--- src/rtl/atom_seq_pkg.sv ---
package atom_seq_pkg;

    localparam int unsigned MAX_ACTS = 12;
    localparam int unsigned CODE_W   = 4;

    typedef enum logic [CODE_W-1:0] {
        A_SNP_INV   = 4'd0,
        A_SNP_FETCH = 4'd1,
        A_RD_DN     = 4'd2,
        A_BUFID     = 4'd3,
        A_COMP_BUF  = 4'd4,
        A_COMP      = 4'd5,
        A_COMP_DATA = 4'd6,
        A_FE_WR     = 4'd7,
        A_AT_DELAY  = 4'd8,
        A_FILL_CHK  = 4'd9,
        A_BE_WR     = 4'd10,
        A_TAG_WR    = 4'd11,
        A_WR_DN     = 4'd12,
        A_WR_DATA   = 4'd13,
        A_FWD_ATOM  = 4'd14,
        A_FWD_DATA  = 4'd15
    } act_e;

    typedef enum logic [1:0] {
        LC_INV = 2'd0,
        LC_OWN = 2'd1,
        LC_SHR = 2'd2,
        LC_UP  = 2'd3
    } line_cls_e;

    typedef enum logic [2:0] {
        P_FWD     = 3'd0,
        P_LOCAL   = 3'd1,
        P_WBACK   = 3'd2,
        P_MISS_AL = 3'd3,
        P_MISS_NA = 3'd4
    } path_e;

    typedef struct packed {
        act_e code;
        logic nb;
    } act_ent_t;

    function automatic act_ent_t mk_ent(act_e c, logic nb);
        act_ent_t e;
        e.code = c;
        e.nb   = nb;
        return e;
    endfunction

    function automatic logic path_drops_line(path_e p);
        return (p == P_FWD) || (p == P_WBACK) || (p == P_MISS_NA);
    endfunction

endpackage

--- src/rtl/atom_path_sel.sv ---
module atom_path_sel
    import atom_seq_pkg::*;
#(
    parameter int unsigned SHR_W = 4
) (
    input  logic             home,
    input  logic             alloc_cfg,
    input  logic [1:0]       state,
    input  logic [SHR_W-1:0] sharers,
    input  logic             up_dirty,
    output path_e            path,
    output logic             snp_en,
    output logic             snp_fetch
);
    line_cls_e cls;

    always_comb begin
        cls = line_cls_e'(state);
        if (!home) begin
            path = P_FWD;
        end else begin
            unique case (cls)
                LC_OWN, LC_SHR: path = P_LOCAL;
                LC_UP:          path = alloc_cfg ? P_LOCAL : P_WBACK;
                default:        path = alloc_cfg ? P_MISS_AL : P_MISS_NA;
            endcase
        end
        snp_en    = ((path == P_LOCAL) || (path == P_WBACK)) && (|sharers);
        snp_fetch = !up_dirty;
    end

endmodule

--- src/rtl/atom_list_build.sv ---
module atom_list_build
    import atom_seq_pkg::*;
#(
    parameter int unsigned DEPTH = MAX_ACTS,
    parameter int unsigned CNT_W = $clog2(DEPTH + 1)
) (
    input  path_e            path,
    input  logic             snp_en,
    input  logic             snp_fetch,
    input  logic             has_ret,
    input  logic             split,
    output act_ent_t         lst [DEPTH],
    output logic [CNT_W-1:0] cnt
);
    logic [CNT_W-1:0] n;
    logic             fwd;

    always_comb begin
        for (int i = 0; i < int'(DEPTH); i++) lst[i] = mk_ent(A_TAG_WR, 1'b0);
        n   = '0;
        fwd = (path == P_FWD);

        // leading part
        if (fwd) begin
            lst[n] = mk_ent(A_FWD_ATOM, 1'b0); n = n + 1'b1;
            lst[n] = mk_ent(A_FE_WR, 1'b1);    n = n + 1'b1;
        end else if ((path == P_MISS_AL) || (path == P_MISS_NA)) begin
            lst[n] = mk_ent(A_RD_DN, 1'b0);    n = n + 1'b1;
        end else if (snp_en) begin
            lst[n] = mk_ent(snp_fetch ? A_SNP_FETCH : A_SNP_INV, 1'b0); n = n + 1'b1;
        end

        // response group
        if (has_ret) begin
            lst[n] = mk_ent(A_BUFID, 1'b0); n = n + 1'b1;
            if (fwd) begin
                lst[n] = mk_ent(A_FWD_DATA, 1'b0); n = n + 1'b1;
            end else begin
                lst[n] = mk_ent(A_FE_WR, 1'b1); n = n + 1'b1;
            end
            lst[n] = mk_ent(A_COMP_DATA, 1'b0); n = n + 1'b1;
        end else if (split) begin
            lst[n] = mk_ent(A_BUFID, 1'b0); n = n + 1'b1;
            if (!fwd) begin
                lst[n] = mk_ent(A_FE_WR, 1'b1); n = n + 1'b1;
            end
            lst[n] = mk_ent(A_COMP, 1'b1); n = n + 1'b1;
        end else begin
            lst[n] = mk_ent(A_COMP_BUF, 1'b0); n = n + 1'b1;
            if (!fwd) begin
                lst[n] = mk_ent(A_FE_WR, 1'b1); n = n + 1'b1;
            end
        end

        // closing part
        unique case (path)
            P_FWD: begin
                lst[n] = mk_ent(A_BE_WR, 1'b0);  n = n + 1'b1;
                lst[n] = mk_ent(A_TAG_WR, 1'b1); n = n + 1'b1;
            end
            P_WBACK: begin
                lst[n] = mk_ent(A_AT_DELAY, 1'b0); n = n + 1'b1;
                lst[n] = mk_ent(A_WR_DN, 1'b0);    n = n + 1'b1;
                lst[n] = mk_ent(A_BE_WR, 1'b0);    n = n + 1'b1;
                lst[n] = mk_ent(A_WR_DATA, 1'b0);  n = n + 1'b1;
                lst[n] = mk_ent(A_TAG_WR, 1'b1);   n = n + 1'b1;
            end
            P_MISS_NA: begin
                lst[n] = mk_ent(A_AT_DELAY, 1'b0); n = n + 1'b1;
                lst[n] = mk_ent(A_BE_WR, 1'b0);    n = n + 1'b1;
                lst[n] = mk_ent(A_WR_DN, 1'b0);    n = n + 1'b1;
                lst[n] = mk_ent(A_WR_DATA, 1'b0);  n = n + 1'b1;
                lst[n] = mk_ent(A_TAG_WR, 1'b1);   n = n + 1'b1;
            end
            default: begin
                lst[n] = mk_ent(A_AT_DELAY, 1'b0); n = n + 1'b1;
                lst[n] = mk_ent(A_FILL_CHK, 1'b0); n = n + 1'b1;
                lst[n] = mk_ent(A_BE_WR, 1'b0);    n = n + 1'b1;
                lst[n] = mk_ent(A_TAG_WR, 1'b0);   n = n + 1'b1;
            end
        endcase
        cnt = n;
    end

endmodule

--- src/rtl/atom_act_queue.sv ---
module atom_act_queue
    import atom_seq_pkg::*;
#(
    parameter int unsigned DEPTH = MAX_ACTS,
    parameter int unsigned CNT_W = $clog2(DEPTH + 1)
) (
    input  logic             clk,
    input  logic             rst,
    input  logic             load,
    input  act_ent_t         load_lst [DEPTH],
    input  logic [CNT_W-1:0] load_cnt,
    input  logic             act_done,
    output logic             busy,
    output act_ent_t         head,
    output logic             wr_retire,
    output logic             seq_done
);
    act_ent_t         mem [DEPTH];
    logic [CNT_W-1:0] idx;
    logic [CNT_W-1:0] cnt;
    logic             retire;

    always_comb begin
        head      = busy ? mem[idx] : mk_ent(A_SNP_INV, 1'b0);
        retire    = busy && (head.nb || act_done);
        wr_retire = retire && (head.code == A_WR_DN);
    end

    always_ff @(posedge clk) begin
        if (load) mem <= load_lst;
    end

    always_ff @(posedge clk) begin
        if (rst) begin
            busy     <= 1'b0;
            idx      <= '0;
            cnt      <= '0;
            seq_done <= 1'b0;
        end else begin
            seq_done <= 1'b0;
            if (load) begin
                busy <= 1'b1;
                idx  <= '0;
                cnt  <= load_cnt;
            end else if (retire) begin
                if (idx == cnt - 1'b1) begin
                    busy     <= 1'b0;
                    seq_done <= 1'b1;
                end else begin
                    idx <= idx + 1'b1;
                end
            end
        end
    end

endmodule

--- src/rtl/atom_seq_top.sv ---
module atom_seq_top
    import atom_seq_pkg::*;
#(
    parameter int unsigned SHR_W = 4,
    parameter int unsigned DEPTH = MAX_ACTS
) (
    input  logic             clk,
    input  logic             rst,
    input  logic             req_valid,
    output logic             req_ready,
    input  logic             req_ret,
    input  logic             req_home,
    input  logic             req_alloc_cfg,
    input  logic             req_split_comp,
    input  logic [1:0]       req_state,
    input  logic [SHR_W-1:0] req_sharers,
    input  logic             req_up_dirty,
    output logic             act_valid,
    output logic [3:0]       act_code,
    output logic             act_nb,
    input  logic             act_done,
    output logic             seq_done,
    output logic             wb_flag,
    output logic             ret_old_data,
    output logic             line_inval,
    output logic             dir_alloc
);
    localparam int unsigned CNT_W = $clog2(DEPTH + 1);

    path_e            path;
    logic             snp_en, snp_fetch;
    act_ent_t         lst [DEPTH];
    logic [CNT_W-1:0] cnt;
    logic             busy, load, wr_retire;
    act_ent_t         head;
    logic             ret_q;

    atom_path_sel #(.SHR_W(SHR_W)) i_sel (
        .home(req_home), .alloc_cfg(req_alloc_cfg), .state(req_state),
        .sharers(req_sharers), .up_dirty(req_up_dirty),
        .path(path), .snp_en(snp_en), .snp_fetch(snp_fetch)
    );

    atom_list_build #(.DEPTH(DEPTH), .CNT_W(CNT_W)) i_build (
        .path(path), .snp_en(snp_en), .snp_fetch(snp_fetch),
        .has_ret(req_ret), .split(req_split_comp), .lst(lst), .cnt(cnt)
    );

    atom_act_queue #(.DEPTH(DEPTH), .CNT_W(CNT_W)) i_q (
        .clk(clk), .rst(rst), .load(load), .load_lst(lst), .load_cnt(cnt),
        .act_done(act_done), .busy(busy), .head(head),
        .wr_retire(wr_retire), .seq_done(seq_done)
    );

    assign load      = req_valid && !busy;
    assign req_ready = !busy;
    assign act_valid = busy;
    assign act_code  = head.code;
    assign act_nb    = head.nb;

    always_ff @(posedge clk) begin
        if (rst) begin
            wb_flag    <= 1'b0;
            ret_q      <= 1'b0;
            line_inval <= 1'b0;
            dir_alloc  <= 1'b0;
        end else if (load) begin
            wb_flag    <= 1'b0;
            ret_q      <= req_ret;
            line_inval <= path_drops_line(path);
            dir_alloc  <= (path == P_MISS_AL);
        end else if (wr_retire) begin
            wb_flag <= 1'b1;
        end
    end

    assign ret_old_data = busy && ret_q && !wb_flag;

endmodule

--- config.mk ---
export PLATFORM = sky130hd
export DESIGN_NAME = atom_seq_top
export DESIGN_NICKNAME = d
export VERILOG_FILES = /design/src/rtl/atom_seq_pkg.sv /design/src/rtl/atom_path_sel.sv /design/src/rtl/atom_list_build.sv /design/src/rtl/atom_act_queue.sv /design/src/rtl/atom_seq_top.sv
export SDC_FILE = /design/constraint.sdc
export NUM_CORES = 1
export LEC_CHECK = 0
export BUFFER_PORTS_ARGS = -buffer_cell sky130_fd_sc_hd__clkbuf_2
export CORE_MARGIN = 2
export CORE_UTILIZATION = 55
export CTS_CLUSTER_SIZE = 25
export DETAILED_ROUTE_END_ITERATION = 7
export PLACE_DENSITY = 0.69
export SETUP_SLACK_MARGIN = 0.3
export SLEW_MARGIN = 30
export SYNTH_ARGS = -nofsm -noshare
export SYNTH_HDL_FRONTEND = slang
export SYNTH_SLANG_ARGS = --single-unit
--- constraint.sdc ---
create_clock -name clk -period 7.15 [get_ports clk]
set_clock_uncertainty 0.1 [all_clocks]
set_input_delay 1.43 -clock clk [delete_from_list [all_inputs] [get_ports clk]]
set_output_delay 1.43 -clock clk [all_outputs]
set_load 0.01 [all_outputs]
==> results.py <==
metrics = {
    "run_status": {
        "outcome": "complete, no violations",
    },
    "placement": {
        "place_inst": 761,
        "dp_slack_ps": 801,
        "gp_congestion": 1.03,
        "dp_hpwl_um": 12800,
        "dpl_cell_area_mm2": 0.00594,
        "portBuffers": 26,
    },
    "finish": {
        "fin_nets": 663,
        "mostFrequentLayoutCells": "61 x nand2_1, 60 x edfxtp_1, 50 x a21oi_1",
        "area_delta_synth_final_pct": 8.06,
        "stdcell_count": 777,
        "drive_above_1_share": 0.154,
        "mostFrequentLayoutCell": "nand2_1",
        "final_area_mm2": 0.00614,
        "antennaDiodeCount": 0,
    },
    "sta": {
        "layout_min_cycle_time_ps": 6070,
        "worst_pin_slew_ps": 977,
        "grt_setup_unrepaired": "false",
        "fmax_ghz": 0.165,
        "drv_slew": 0,
        "fin_ws_ps": 1080,
        "maxSlewHeadroom": 0.346,
        "finalHoldViolCount": 0,
        "final.setup.tns_ps": 0,
        "fin_crit_sh": 0.848,
        "setup_viol": 0,
    },
    "detailed_routing": {
        "vias": 5410,
        "wl_um": 18200,
        "vias_per_cell": 6.96,
        "drc_errors": 0,
        "drt_iter0_drc": 795,
        "ant_nets": 0,
        "routedWlPerCell_um": 23.4,
        "firstDrtPassIters": 6,
    },
    "critical_path": {
        "crit_chain": "clkbuf_2, inv_1, ha_1, and3b_1, o21ai_0, a21o_1, nand2_2, inv_1, ha_1, clkinv_1, o21ai_1, nand3_2, a2111oi_0, a211oi_1",
        "cp.required_ps": 7150,
        "cp_max_fo": 19,
        "path_buf_inv": 4,
        "critPathMaxStageDelay_ps": 540,
        "crit_family": "compound AO/OA/AOI/OAI gates",
        "worst_setup_path_end_kind": "flip-flop",
        "crit_slowest_cell": "a2111oi_0",
        "worst_setup_path_start_kind": "input port",
        "crit_arrival_ps": 6060,
        "critPathKind": "in2reg",
    },
    "pwr": {
        "power.share.clock": 0.260,
        "power_frac_comb": 0.336,
        "ir_worst_vdd_v": 0.000111,
        "power_density_mw_per_mm2": 208,
        "sequentialPowerShare": 0.403,
        "cellInternalPower_uw": 803,
        "net-switching-power_uw": 471,
        "swShare": 0.370,
        "p_total_mw": 1.27,
        "power_leakage_nw": 2.15,
    },
    "global_route": {
        "grt_antenna_before_repair": 0,
        "grt_max_degree": 67,
        "overflow": 0,
        "grt_pass1_wl_um": 28300,
        "track_usage": 0.335,
        "grt_pass1_vias": 5093,
    },
    "yosys": {
        "synth_flop_cell": "edfxtp_1",
        "avgSynthCellArea_um2": 9.04,
        "ys_types": 80,
        "synth_edf_count": 60,
        "seq_area_frac_synth": 0.367,
        "synthCells": 628,
        "ys_warn_count": 0,
        "synthArstFlopShare": 0,
        "synth_area_mm2": 0.00568,
        "synth-seq-cells": 74,
    },
    "floorplan": {
        "row_count": 37,
        "io_pins": 27,
        "die_area_mm2": 0.0112,
        "start_util": 0.558,
        "design.core.area_mm2": 0.0102,
        "die_y_um": 106,
        "die_w_um": 106,
    },
    "clock_network": {
        "cts.htree.levels": 3,
        "postCtsSetupRepairBufs": 0,
        "cts_tree": "built",
        "cts.clk_slew.worst_paths_ps": 80,
        "insertion_delay_ps": 360,
        "clock_path_buffers": 2,
        "clk_root_buffer_cell": "clkbuf_8",
        "ctsHoldBuffers": 0,
        "cts-buffers-inserted": 9,
        "cts.sinks": 74,
        "cts-resized-gates": 0,
    },
    "worst_hold_path": {
        "hold_path.class": "reg2reg",
    },
    "run": {
        "maxCapViolCount": 0,
    },
}
[metrics by stage]
| step | utilization | hold WS [ps] |
|---|---|---|
| 2_1_floorplan | - | 332 |
| 3_5_place_dp | 0.583 | 369 |
| 5_1_grt | 0.603 | 399 |
| 4_1_cts | 0.603 | 382 |
| 3_3_place_gp | 0.583 | 345 |
| 6_report | 0.603 | 382 |
[registers in the layout (all words and copies together) (netlist names)]
signal,count
i_q.seq_done,1
ret_q,1
i_q.idx,4
wb_flag,1
i_q.mem,60
i_q.cnt,4
i_q.busy,1
line_inval,1
dir_alloc,1
[power groups by stage]
stage	clock network (mW)	logic, mW	registers [mW]
floorplan	0	0.292	0.520
global placement	0	0.408	0.523
detailed placement	0	0.411	0.524
CTS	0.339	0.412	0.514
global route	0.356	0.458	0.517
finish	0.331	0.428	0.514
[final timing paths]
path / from / slack [ps] / endpoint / cells past startpoint
setup / recovery: req_state[0] / 1080 / i_q.mem[41] / 14
hold / removal: wb_flag / 380 / wb_flag / 2
setup reg to reg: i_q.idx[1] / 4160 / i_q.idx[3] / 7
hold reg to reg: wb_flag / 380 / wb_flag / 2
[area by class of cell]
class / count / area (µm²)
sequential: 74 / 2080
tap: 136 / 170
clock inverter: 7 / 76.3
timing repair buffer: 43 / 258
fill: 874 / 4050
inverter: 20 / 75.1
clock buffer: 9 / 124
multi-input combinational: 488 / 3350
[worst reg2reg max path, cell delays in order (launching register included)]
cell      delay [ps]
dfxtp_1          940
mux4_2           410
mux2i_1           80
or2_2            280
a21oi_1          280
o211ai_1         250
or3_1            430
a21oi_1          160
[synth_stat cells (4+ instances only)]
cell	count	area, µm²
nor3_1	15	75.1
xnor2_1	8	70.1
mux2i_1	6	60.1
o22ai_1	12	75.1
and2_1	12	75.1
a31oi_1	12	75.1
xor2_1	6	52.6
a21oi_1	50	250
o221ai_1	4	35.0
o2111ai_1	4	35.0
o211ai_1	7	52.6
o31ai_1	5	37.5
or2_2	4	25.0
a32oi_1	8	70.1
nor2_1	47	176
buf_2	6	30.0
and3_1	15	93.8
o21ai_0	25	125
dfxtp_1	14	280
a211oi_1	13	97.6
a221oi_1	6	52.6
a32o_1	4	40.0
nand4_1	10	62.6
mux4_2	15	338
clkbuf_1	42	158
a22oi_1	7	52.6
nand2b_1	11	68.8
o21ai_1	4	20.0
ha_1	12	150
or3_1	5	31.3
inv_1	18	67.6
edfxtp_1	60	1800
nand2_1	61	229
nand3_1	25	125
a21o_1	7	52.6
[cells by family after synthesis]
| group | Yosys count | synth area share |
|---|---|---|
| other | 1 | 0.000660 |
| AOI/OAI and AO/OA | 204 | 0.255 |
| and+or+nand+nor | 228 | 0.205 |
| adders and majority gates | 12 | 0.0264 |
| muxes | 21 | 0.0701 |
| buffers and inverters | 72 | 0.0496 |
| xor gates and xnor gates | 16 | 0.0273 |
| DFF | 74 | 0.367 |
[routing by layer]
metal / global-route usage / part of all wire
met1: 0.468 / 0.39
met2: 0.494 / 0.44
met3: 0.0618 / 0.12
met4: 0.180 / 0.050
met5: 0 / 0
(Power assumes the default switching activity.)
